### config.mk
export PLATFORM = sky130hd
export DESIGN_NAME = frame_summary_queue
export DESIGN_NICKNAME = d
export VERILOG_FILES = /design/src/rtl/fsq_pkg.sv /design/src/rtl/fsq_ctrl.sv /design/src/rtl/fsq_data.sv /design/src/rtl/frame_summary_queue.sv
export SDC_FILE = /design/constraint.sdc
export NUM_CORES = 1
export LEC_CHECK = 0
export ABC_CLOCK_PERIOD_IN_PS = 3790
export BUFFER_PORTS_ARGS = -buffer_cell sky130_fd_sc_hd__clkbuf_2
export CAP_MARGIN = 10
export CORE_MARGIN = 3
export CORE_UTILIZATION = 35
export CTS_CLUSTER_DIAMETER = 60
export DETAILED_ROUTE_END_ITERATION = 7
export GPL_TIMING_DRIVEN = 0
export HOLD_SLACK_MARGIN = 0.02
export PLACE_DENSITY = 0.48
export SLEW_MARGIN = 20
export SYNTH_ARGS = -nofsm -noshare
export SYNTH_HDL_FRONTEND = slang
export SYNTH_HIERARCHICAL = 1
export SYNTH_SLANG_ARGS = --single-unit
### constraint.sdc
create_clock -name clk -period 3.79 [get_ports clk]
set_input_delay 0 -clock clk [delete_from_list [all_inputs] [get_ports clk]]
set_output_delay 0 -clock clk [all_outputs]
set_load 0.02 [all_outputs]
### src/rtl/fsq_pkg.sv
package fsq_pkg;

  // Strobes issued by the control unit to the datapath each cycle.
  typedef struct packed {
    logic clearAll;   // feature off: flush counter
    logic countByte;  // accept one payload byte
    logic frameDone;  // frame boundary: counter restarts
    logic push;       // write summary into the tail slot
    logic pop;        // retire the head slot
  } fsqStrobes_t;

endpackage

### src/rtl/fsq_ctrl.sv
module fsq_ctrl
  import fsq_pkg::*;
#(
  parameter int DEPTH = 10,
  localparam int PTR_W = (DEPTH > 1) ? $clog2(DEPTH) : 1,
  localparam int OCC_W = $clog2(DEPTH + 1)
) (
  input  logic             clk,
  input  logic             rst_n,
  input  logic             enable,
  input  logic             byteStrobe,
  input  logic             frameEnd,
  input  logic             frameAbort,
  input  logic             rdStrobe,
  input  logic             rdSel,
  input  logic             ovrClear,
  output fsqStrobes_t      stb,
  output logic [PTR_W-1:0] wrPtr,
  output logic [PTR_W-1:0] rdPtr,
  output logic             rdValid,
  output logic             overrun,
  output logic             crcReset
);

  logic [OCC_W-1:0] occupancy;
  logic             frameEvt;
  logic             isFull;
  logic             isEmpty;

  function automatic logic [PTR_W-1:0] nextPtr(input logic [PTR_W-1:0] p);
    return (p == PTR_W'(DEPTH - 1)) ? '0 : p + PTR_W'(1);
  endfunction

  assign frameEvt = enable && (frameEnd || frameAbort);
  assign isFull   = (occupancy == OCC_W'(DEPTH));
  assign isEmpty  = (occupancy == '0);
  assign rdValid  = enable && !isEmpty;

  always_comb begin
    stb           = '0;
    stb.clearAll  = !enable;
    stb.countByte = enable && byteStrobe;
    stb.frameDone = frameEvt;
    stb.push      = frameEvt && !isFull;
    stb.pop       = enable && rdStrobe && rdSel && !isEmpty;
  end

  always_ff @(posedge clk) begin
    if (!rst_n || stb.clearAll) begin
      occupancy <= '0;
      wrPtr     <= '0;
      rdPtr     <= '0;
      overrun   <= 1'b0;
      crcReset  <= 1'b0;
    end else begin
      crcReset <= frameEvt;
      if (stb.push) wrPtr <= nextPtr(wrPtr);
      if (stb.pop)  rdPtr <= nextPtr(rdPtr);
      occupancy <= occupancy + OCC_W'(stb.push) - OCC_W'(stb.pop);
      if (frameEvt && isFull) overrun <= 1'b1;
      else if (ovrClear)      overrun <= 1'b0;
    end
  end

  assert_occupancy_bound_R5: assert property (@(posedge clk) disable iff (!rst_n)
    occupancy <= OCC_W'(DEPTH));

  assert_overrun_on_full_R5: assert property (@(posedge clk) disable iff (!rst_n)
    (frameEvt && isFull) |=> (overrun && $stable(occupancy) || $past(stb.pop)));

  assert_overrun_sticky_R6: assert property (@(posedge clk) disable iff (!rst_n)
    (overrun && !ovrClear && enable) |=> overrun);

  assert_disable_flush_R9: assert property (@(posedge clk) disable iff (!rst_n)
    !enable |=> (occupancy == '0 && !overrun && !crcReset));

  assert_pop_needs_entry_R7: assert property (@(posedge clk) disable iff (!rst_n)
    stb.pop |-> (rdValid && rdSel));

endmodule

### src/rtl/fsq_data.sv
module fsq_data
  import fsq_pkg::*;
#(
  parameter int DEPTH = 10,
  parameter int CNT_W = 14,
  parameter int ST_W  = 5,
  parameter int LO_W  = 8,
  localparam int PTR_W = (DEPTH > 1) ? $clog2(DEPTH) : 1,
  localparam int ENT_W = CNT_W + ST_W,
  localparam int RD_W  = ENT_W - LO_W
) (
  input  logic             clk,
  input  logic             rst_n,
  input  fsqStrobes_t      stb,
  input  logic [PTR_W-1:0] wrPtr,
  input  logic [PTR_W-1:0] rdPtr,
  input  logic             rdValid,
  input  logic             rdSel,
  input  logic [ST_W-1:0]  rxStatus,
  output logic [RD_W-1:0]  rdData
);

  logic [CNT_W-1:0] byteCnt;
  logic [CNT_W-1:0] closingCnt;
  logic [ENT_W-1:0] newEntry;
  logic [ENT_W-1:0] slotRd [DEPTH];
  logic [ENT_W-1:0] head;

  assign closingCnt = byteCnt + CNT_W'(stb.countByte);
  assign newEntry   = {rxStatus, closingCnt};

  always_ff @(posedge clk) begin
    if (!rst_n || stb.clearAll || stb.frameDone) byteCnt <= '0;
    else if (stb.countByte)                      byteCnt <= closingCnt;
  end

  for (genvar g = 0; g < DEPTH; g++) begin : g_slot
    logic [ENT_W-1:0] q;
    always_ff @(posedge clk) begin
      if (stb.push && wrPtr == PTR_W'(g)) q <= newEntry;
    end
    assign slotRd[g] = q;
  end

  assign head = slotRd[rdPtr];

  always_comb begin
    if (!rdValid)   rdData = '0;
    else if (rdSel) rdData = head[ENT_W-1:LO_W];
    else            rdData = RD_W'(head[LO_W-1:0]);
  end

  assert_counter_restart_R3: assert property (@(posedge clk) disable iff (!rst_n)
    stb.frameDone |=> byteCnt == '0);

  assert_empty_reads_zero_R8: assert property (@(posedge clk) disable iff (!rst_n)
    !rdValid |-> rdData == '0);

endmodule

### src/rtl/frame_summary_queue.sv
module frame_summary_queue
  import fsq_pkg::*;
#(
  parameter int DEPTH = 10,
  parameter int CNT_W = 14,
  parameter int ST_W  = 5,
  parameter int LO_W  = 8,
  localparam int PTR_W = (DEPTH > 1) ? $clog2(DEPTH) : 1,
  localparam int RD_W  = CNT_W + ST_W - LO_W
) (
  input  logic            clk,
  input  logic            rst_n,
  input  logic            enable,
  input  logic            byteStrobe,
  input  logic            frameEnd,
  input  logic            frameAbort,
  input  logic [ST_W-1:0] rxStatus,
  input  logic            rdStrobe,
  input  logic            rdSel,
  input  logic            ovrClear,
  output logic [RD_W-1:0] rdData,
  output logic            overrun,
  output logic            crcReset
);

  fsqStrobes_t      stb;
  logic [PTR_W-1:0] wrPtr;
  logic [PTR_W-1:0] rdPtr;
  logic             rdValid;

  fsq_ctrl #(.DEPTH(DEPTH)) i_ctrl (
    .clk(clk), .rst_n(rst_n), .enable(enable), .byteStrobe(byteStrobe),
    .frameEnd(frameEnd), .frameAbort(frameAbort), .rdStrobe(rdStrobe),
    .rdSel(rdSel), .ovrClear(ovrClear), .stb(stb), .wrPtr(wrPtr),
    .rdPtr(rdPtr), .rdValid(rdValid), .overrun(overrun), .crcReset(crcReset)
  );

  fsq_data #(.DEPTH(DEPTH), .CNT_W(CNT_W), .ST_W(ST_W), .LO_W(LO_W)) i_data (
    .clk(clk), .rst_n(rst_n), .stb(stb), .wrPtr(wrPtr), .rdPtr(rdPtr),
    .rdValid(rdValid), .rdSel(rdSel), .rxStatus(rxStatus), .rdData(rdData)
  );

  assert_single_end_R4: assert property (@(posedge clk) disable iff (!rst_n)
    !(frameEnd && frameAbort));

  assert_crc_one_cycle_R10: assert property (@(posedge clk) disable iff (!rst_n)
    (crcReset && !(enable && (frameEnd || frameAbort))) |=> !crcReset);

endmodule

==> Word-level counts from Yosys, hierarchy flattened <==
Index checks and enable logic that the tools add are counted.
{ "word_totals": {"mem_bits_rw": 0, "wordCells": 71, "n_memories": 0, "output_inout_bits": 13, "mem_bits_ro": 0, "latchBits": 0, "ff_bits": 218} }
{ "classes": {"div": 0, "muxes": 9, "add_sub_neg": 5, "n_bitwise": 1, "n_lt_le_gt_ge": 1, "multipliers": 0, "shifts": 0, "eq_ne": 11, "reduce_logical": 28} }
{ "ops": {"columns": ["op", "n"], "rows": [
  ["19-bit binary-select mux with 4-bit select", 1],
  ["19-bit two-way mux", 2],
  ["11-bit two-way mux", 2],
  ["1-bit logical AND", 18],
  ["4-bit by 3-bit equality test with 1-bit output, second input constant", 4],
  ["4-bit equality test, second input constant", 4],
  ["14-bit by 1-bit adder with 14-bit output", 1],
  ["4-bit by 1-bit adder with 4-bit output, second input constant", 2],
  ["4-bit by 2-bit equality test with 1-bit output, second input constant", 2],
  ["4-bit logical NOT", 2],
  ["4-bit two-way mux", 2],
  ["5-bit greater-or-equal comparator, second input constant", 1],
  ["4-bit NOT with 5-bit output", 1],
  ["4-bit by 1-bit adder with 4-bit output", 1],
  ["4-bit by 1-bit equality test with 1-bit output, second input constant", 1],
  ["1-bit logical NOT", 4],
  ["4-bit by 1-bit subtractor with 4-bit output", 1],
  ["1-bit logical OR", 3],
  ["1-bit two-way mux", 2],
  ["2-bit nonzero test", 1]
]} }

==> Logic depth before layout (Yosys ltp) <==
{ "logic_depth": {"ltp_word": 6, "ltp_mapped": 10} }

==> Modules after synthesis <==
The synthesis kept the hierarchy.
{ "modules_own_cells": {"columns": ["mod", "area_per_inst_um2", "cells_per_inst", "instances", "seq_area_each_um2"], "rows": [
  ["fsq_data", 8177.8, 433, 1, 5985.7],
  ["fsq_ctrl", 793.3, 92, 1, 280.3]
]} }

==> Worst setup path before layout <==
OpenSTA, ideal clock, no wires.
{ "synth_path": {"path_type": "register to register", "start": "register i_ctrl.occupancy[2]", "end": "register i_data.g_slot[0].q[0], enable pin", "arrival_ns": 2.822, "required_ns": 3.371, "path_buffers": 1, "slack_ns": 0.549, "path_stages_with_launch": 8, "setup_ns": 0.419, "cell_sequence": "dfxtp_1 -> inv_1 -> ha_1 -> and3b_1 -> clkbuf_2 -> nor2_1 -> or3b_2 -> nor3_1"} }
{ "synth_rtl": {"columns": ["element", "line", "source"], "rows": [
  ["from (decl)", "fsq_ctrl.sv:25", "logic [OCC_W-1:0] occupancy;"],
  ["from (signal assigned)", "fsq_ctrl.sv:59", "occupancy <= occupancy + OCC_W'(stb.push) - OCC_W'(stb.pop);"],
  ["to (signal assigned)", "fsq_data.sv:40", "if (stb.push && wrPtr == PTR_W'(g)) q <= newEntry;"],
  ["to (decl)", "fsq_data.sv:38", "logic [ENT_W-1:0] q;"]
]} }

==> Worst setup path after layout <==
{ "layout_path": {"start": "register i_ctrl.occupancy[2]", "end": "output rdData[4]"} }
{ "layout_between": {"elab_chain_cells": 4} }
{ "layout_rtl": {"columns": ["element", "line", "source"], "rows": [
  ["4-bit logical NOT", "fsq_ctrl.sv:36", "assign isEmpty = (occupancy == '0);"],
  ["1-bit logical NOT", "fsq_ctrl.sv:37", "assign rdValid = enable && !isEmpty;"],
  ["1-bit logical AND", "fsq_ctrl.sv:37", null],
  ["net rdValid", "frame_summary_queue.sv:29", "logic rdValid;"],
  ["11-bit two-way mux", "fsq_data.sv:48", "if (!rdValid) rdData = '0;"],
  ["to (decl)", "frame_summary_queue.sv:21", "output logic [RD_W-1:0] rdData,"]
]} }
The timed path passes the listed nets, and every way through them passes these cells.

==> results by group <==
Cells and area
  – Layout overhead on the synthesized area: 19.5%
  – Most frequent cells in the layout: 190 x edfxtp_1, 38 x mux4_2, 34 x mux2i_1
  – Layout cell share with drive strength beyond 1: 25.2%
  – Most common cell after layout, fill and taps aside: edfxtp_1
  – # nets final: 628
  – Util after Layout: 43.3%
  – Post-Layout Cell Count: 948
  – Final instance area: 10700 sq um
  – N_diodes: 0

Clock tree
  – # resized after CTS: 0
  – CTS H-tree depth: 1
  – CTS Sinks: 218
  – Post-CTS Repair Setup Buffers: 0
  – CTS tree: yes
  – Worst-case clock buffer depth: 3
  – Reg clk slew, reported paths: 60 ps
  – Root Driver: clkbuf_16
  – CTS Hold Buffers Added: 15
  – TritonCTS Buffers: 26
  – Worst-skew pair later-pin latency: 510 ps

Route
  – Residual DRC: 0
  – Final wirelength: 20800 um
  – 1st-iter DRT viols: 360
  – DR vias/cell: 5.14
  – Met2 WL: 10300 um
  – Top Metal Used: met4
  – DR WL/cell: 21.9 um
  – Met3 WL post-DR: 871 um
  – Routed Antenna Nets: 0
  – M1 WL: 9300 um
  – Via count: 4877
  – Drt first pass iters: 4

Power
  – Internal: 4.14 mW
  – Pwr/cell area: 483 nW/um^2
  – Clock power share: 46.3%
  – Sw Pwr: 1.04 mW
  – Worst VDD drop: 278 uV
  – Design Power: 5.17 mW
  – Flop pwr share: 50.5%
  – Leakage power: 3.53 nW
  – Logic pwr share: 3.3%
  – Net Sw Frac: 20.1%

Global route
  – Total GRT Usage: 15.0%
  – First-pass GRT wire length: 31400 um
  – Initial antenna violation count: 0
  – Pin count of the biggest net entering global routing: 20
  – Vias in the first global route: 5037
  – GRT overflow: 0

Die
  – Die Wd: 166 um
  – Site row count: 57
  – Area of the die: 27600 sq um
  – Initial Util: 36.3%
  – Die height: 166 um
  – Core area: 24700 sq um
  – Top Ports: 27

STA
  – Post-route worst setup slack: 445 ps
  – Hold WS: 63.1 ps
  – Count of pins over their slew limit: 0
  – Crit share post-route: 88.3%
  – RSZ-0062 raised after global routing: false
  – Clk_skew: 9.98 ps
  – Final count of hold timing violations: 0
  – Worst-Margin Slew: 1050 ps
  – Max Fclk: 299 MHz
  – Minimum clock period: 3350 ps
  – Slew HR: 29.8%
  – Final setup vio count: 0
  – Setup TNS: 0 ps

Synth
  – Net count after synthesis: 548
  – Gate Count Post-Synth: 525
  – Yosys warns: 6
  – Cell area after synthesis: 8970 sq um
  – FF+latch count, synth: 218
  – Sequential area share after synthesis: 69.8%
  – Cell variety after synth: 50
  – Avg Synthesized Cell Area: 17.1 sq um

Min path
  – Worst min-delay path endpoint: i_ctrl/rdPtr[1]
  – HP Class: input port to flip-flop
  – Hold_sp: rdSel
  – Worst Hold Depth: 4

Place
  – Final Wtd Congestion: 0.743
  – IO Port Bufs: 25
  – DP HPWL: 13800 um
  – Area post-placement: 9730 sq um
  – Placed cell count: 886
  – Pre-CTS setup slack: 690 ps

Critical path
  – Cell Chain, Critical Path: inv_1, ha_1, nor3b_1, nor2_1, nor2b_1, buf_1, or4b_2, o211ai_1, clkbuf_2
  – Worst-path fanout max: 10
  – R2R depth: 8
  – Crit path DAT: 3350 ps
  – FF-to-FF End: i_data/g_slot[0].q[8]
  – Crit path max-delay family: simple AND/OR/NAND/NOR gates
  – R2R Setup Slk: 770 ps
  – RR Startpoint: i_ctrl/occupancy[2]
  – Slowest CP cell: or4b_2
  – Req. time, crit path: 3790 ps
  – CP Capture Type: output port
  – Critical path class: flip-flop to output port
  – WP buf/inv: 3
  – Max stage delay on crit path: 630 ps
  – Startpoint class of the critical path: flip-flop

Outcome
  – Status: completed

Run
  – Max-Cap Viols: 0
## sequential cells by signal, summed over array words and instances, names as in the netlist
name              flops
i_data/byteCnt       14
i_ctrl/wrPtr          4
i_data/g_slot.q     190
i_ctrl/rdPtr          4
i_ctrl/overrun        1
i_ctrl/crcReset       1
i_ctrl/occupancy      4
## logic make-up (layout without fill, tap and decap cells)
kind of cell	Yosys count	after routing	synth area share, %
DFF	218	218	69.8
and+or+nand+nor	108	108	6.88
muxes	81	81	14.5
AOI/OAI and AO/OA	56	56	3.88
buffers and inverters	34	133	1.74
xor gates and xnor gates	19	19	1.85
adders and majority gates	9	9	1.34
## per-layer routing
layer / vias to the layer above / track usage [%]
li1: 2251 / -
met1: 2503 / 20.5
met2: 98 / 25.4
met3: 25 / 2.59
met4: 0 / 3.15
met5: - / 0
## synthesized netlist by cell type (all sizes together)
cell	n	share of area [%]
or2	2	0.14
nor2b	4	0.28
ha	8	1.1
o22ai	4	0.28
and3b	3	0.29
o21ai	17	0.95
nand2b	9	0.63
nor3	6	0.33
xnor2	10	0.98
a21oi	13	0.73
a21o	1	0.084
o211ai	9	0.75
mux4	38	9.5
a31oi	2	0.14
xor2	9	0.88
or4	5	0.46
fa	1	0.22
dfxtp	28	6.2
and2	3	0.21
and2b	1	0.098
nor4	1	0.070
and4	1	0.098
mux2i	34	3.8
buf	15	0.93
nand3b	4	0.33
edfxtp	190	64
nor3b	3	0.25
o31ai	2	0.17
a31o	1	0.098
inv	11	0.46
and3	3	0.22
nor2	24	1.0
or3b	2	0.20
nand4	5	0.42
mux2	9	1.1
nand3	5	0.28
nand4b	2	0.20
clkbuf	8	0.35
or3	7	0.52
nand2	17	0.74
or4b	1	0.11
o221ai	7	0.68
## power by group through the flow
stage | clock network, mW | logic (mW) | registers [mW]
floorplan | 0 | 0.0935 | 2.66
global placement | 0 | 0.150 | 2.66
detailed placement | 0 | 0.160 | 2.66
CTS | 2.46 | 0.172 | 2.61
global route | 2.57 | 0.185 | 2.61
finish | 2.39 | 0.169 | 2.61
## cell type report
class / count / area [sq um]
Multi-Input combinational cell: 273 / 2620
Inverter: 11 / 41.3
Sequential cell: 218 / 6270
Fill cell: 2187 / 14000
Tap cell: 324 / 405
Timing Repair Buffer: 52 / 440
Buffer: 23 / 115
Clock buffer: 35 / 716
Clock inverter: 12 / 120
## worst max-delay path by stage
| stage | end | slack [ps] | depth (start not counted) | startpoint |
|---|---|---|---|---|
| 3_5_place_dp | i_data/g_slot[0].q[5] | 690 | 8 | i_ctrl/occupancy[2] |
| 6_report | rdData[4] | 440 | 9 | i_ctrl/occupancy[2] |
| 3_3_place_gp | i_data/g_slot[0].q[10] | -1150 | 7 | i_ctrl/occupancy[2] |
| 2_1_floorplan | i_data/g_slot[0].q[0] | 550 | 7 | i_ctrl/occupancy[2] |
| 4_1_cts | rdData[4] | 440 | 9 | i_ctrl/occupancy[2] |
| 5_1_grt | rdData[4] | 320 | 9 | i_ctrl/occupancy[2] |
## worst reg2reg max path, delay by kind of cell, from the launching register on
family / cells / cell delay [ps]
flops: 1 / 310
fa+ha+maj: 1 / 200
buf+inv: 3 / 540
simple gates: 4 / 1660
(Power assumes the default switching activity.)
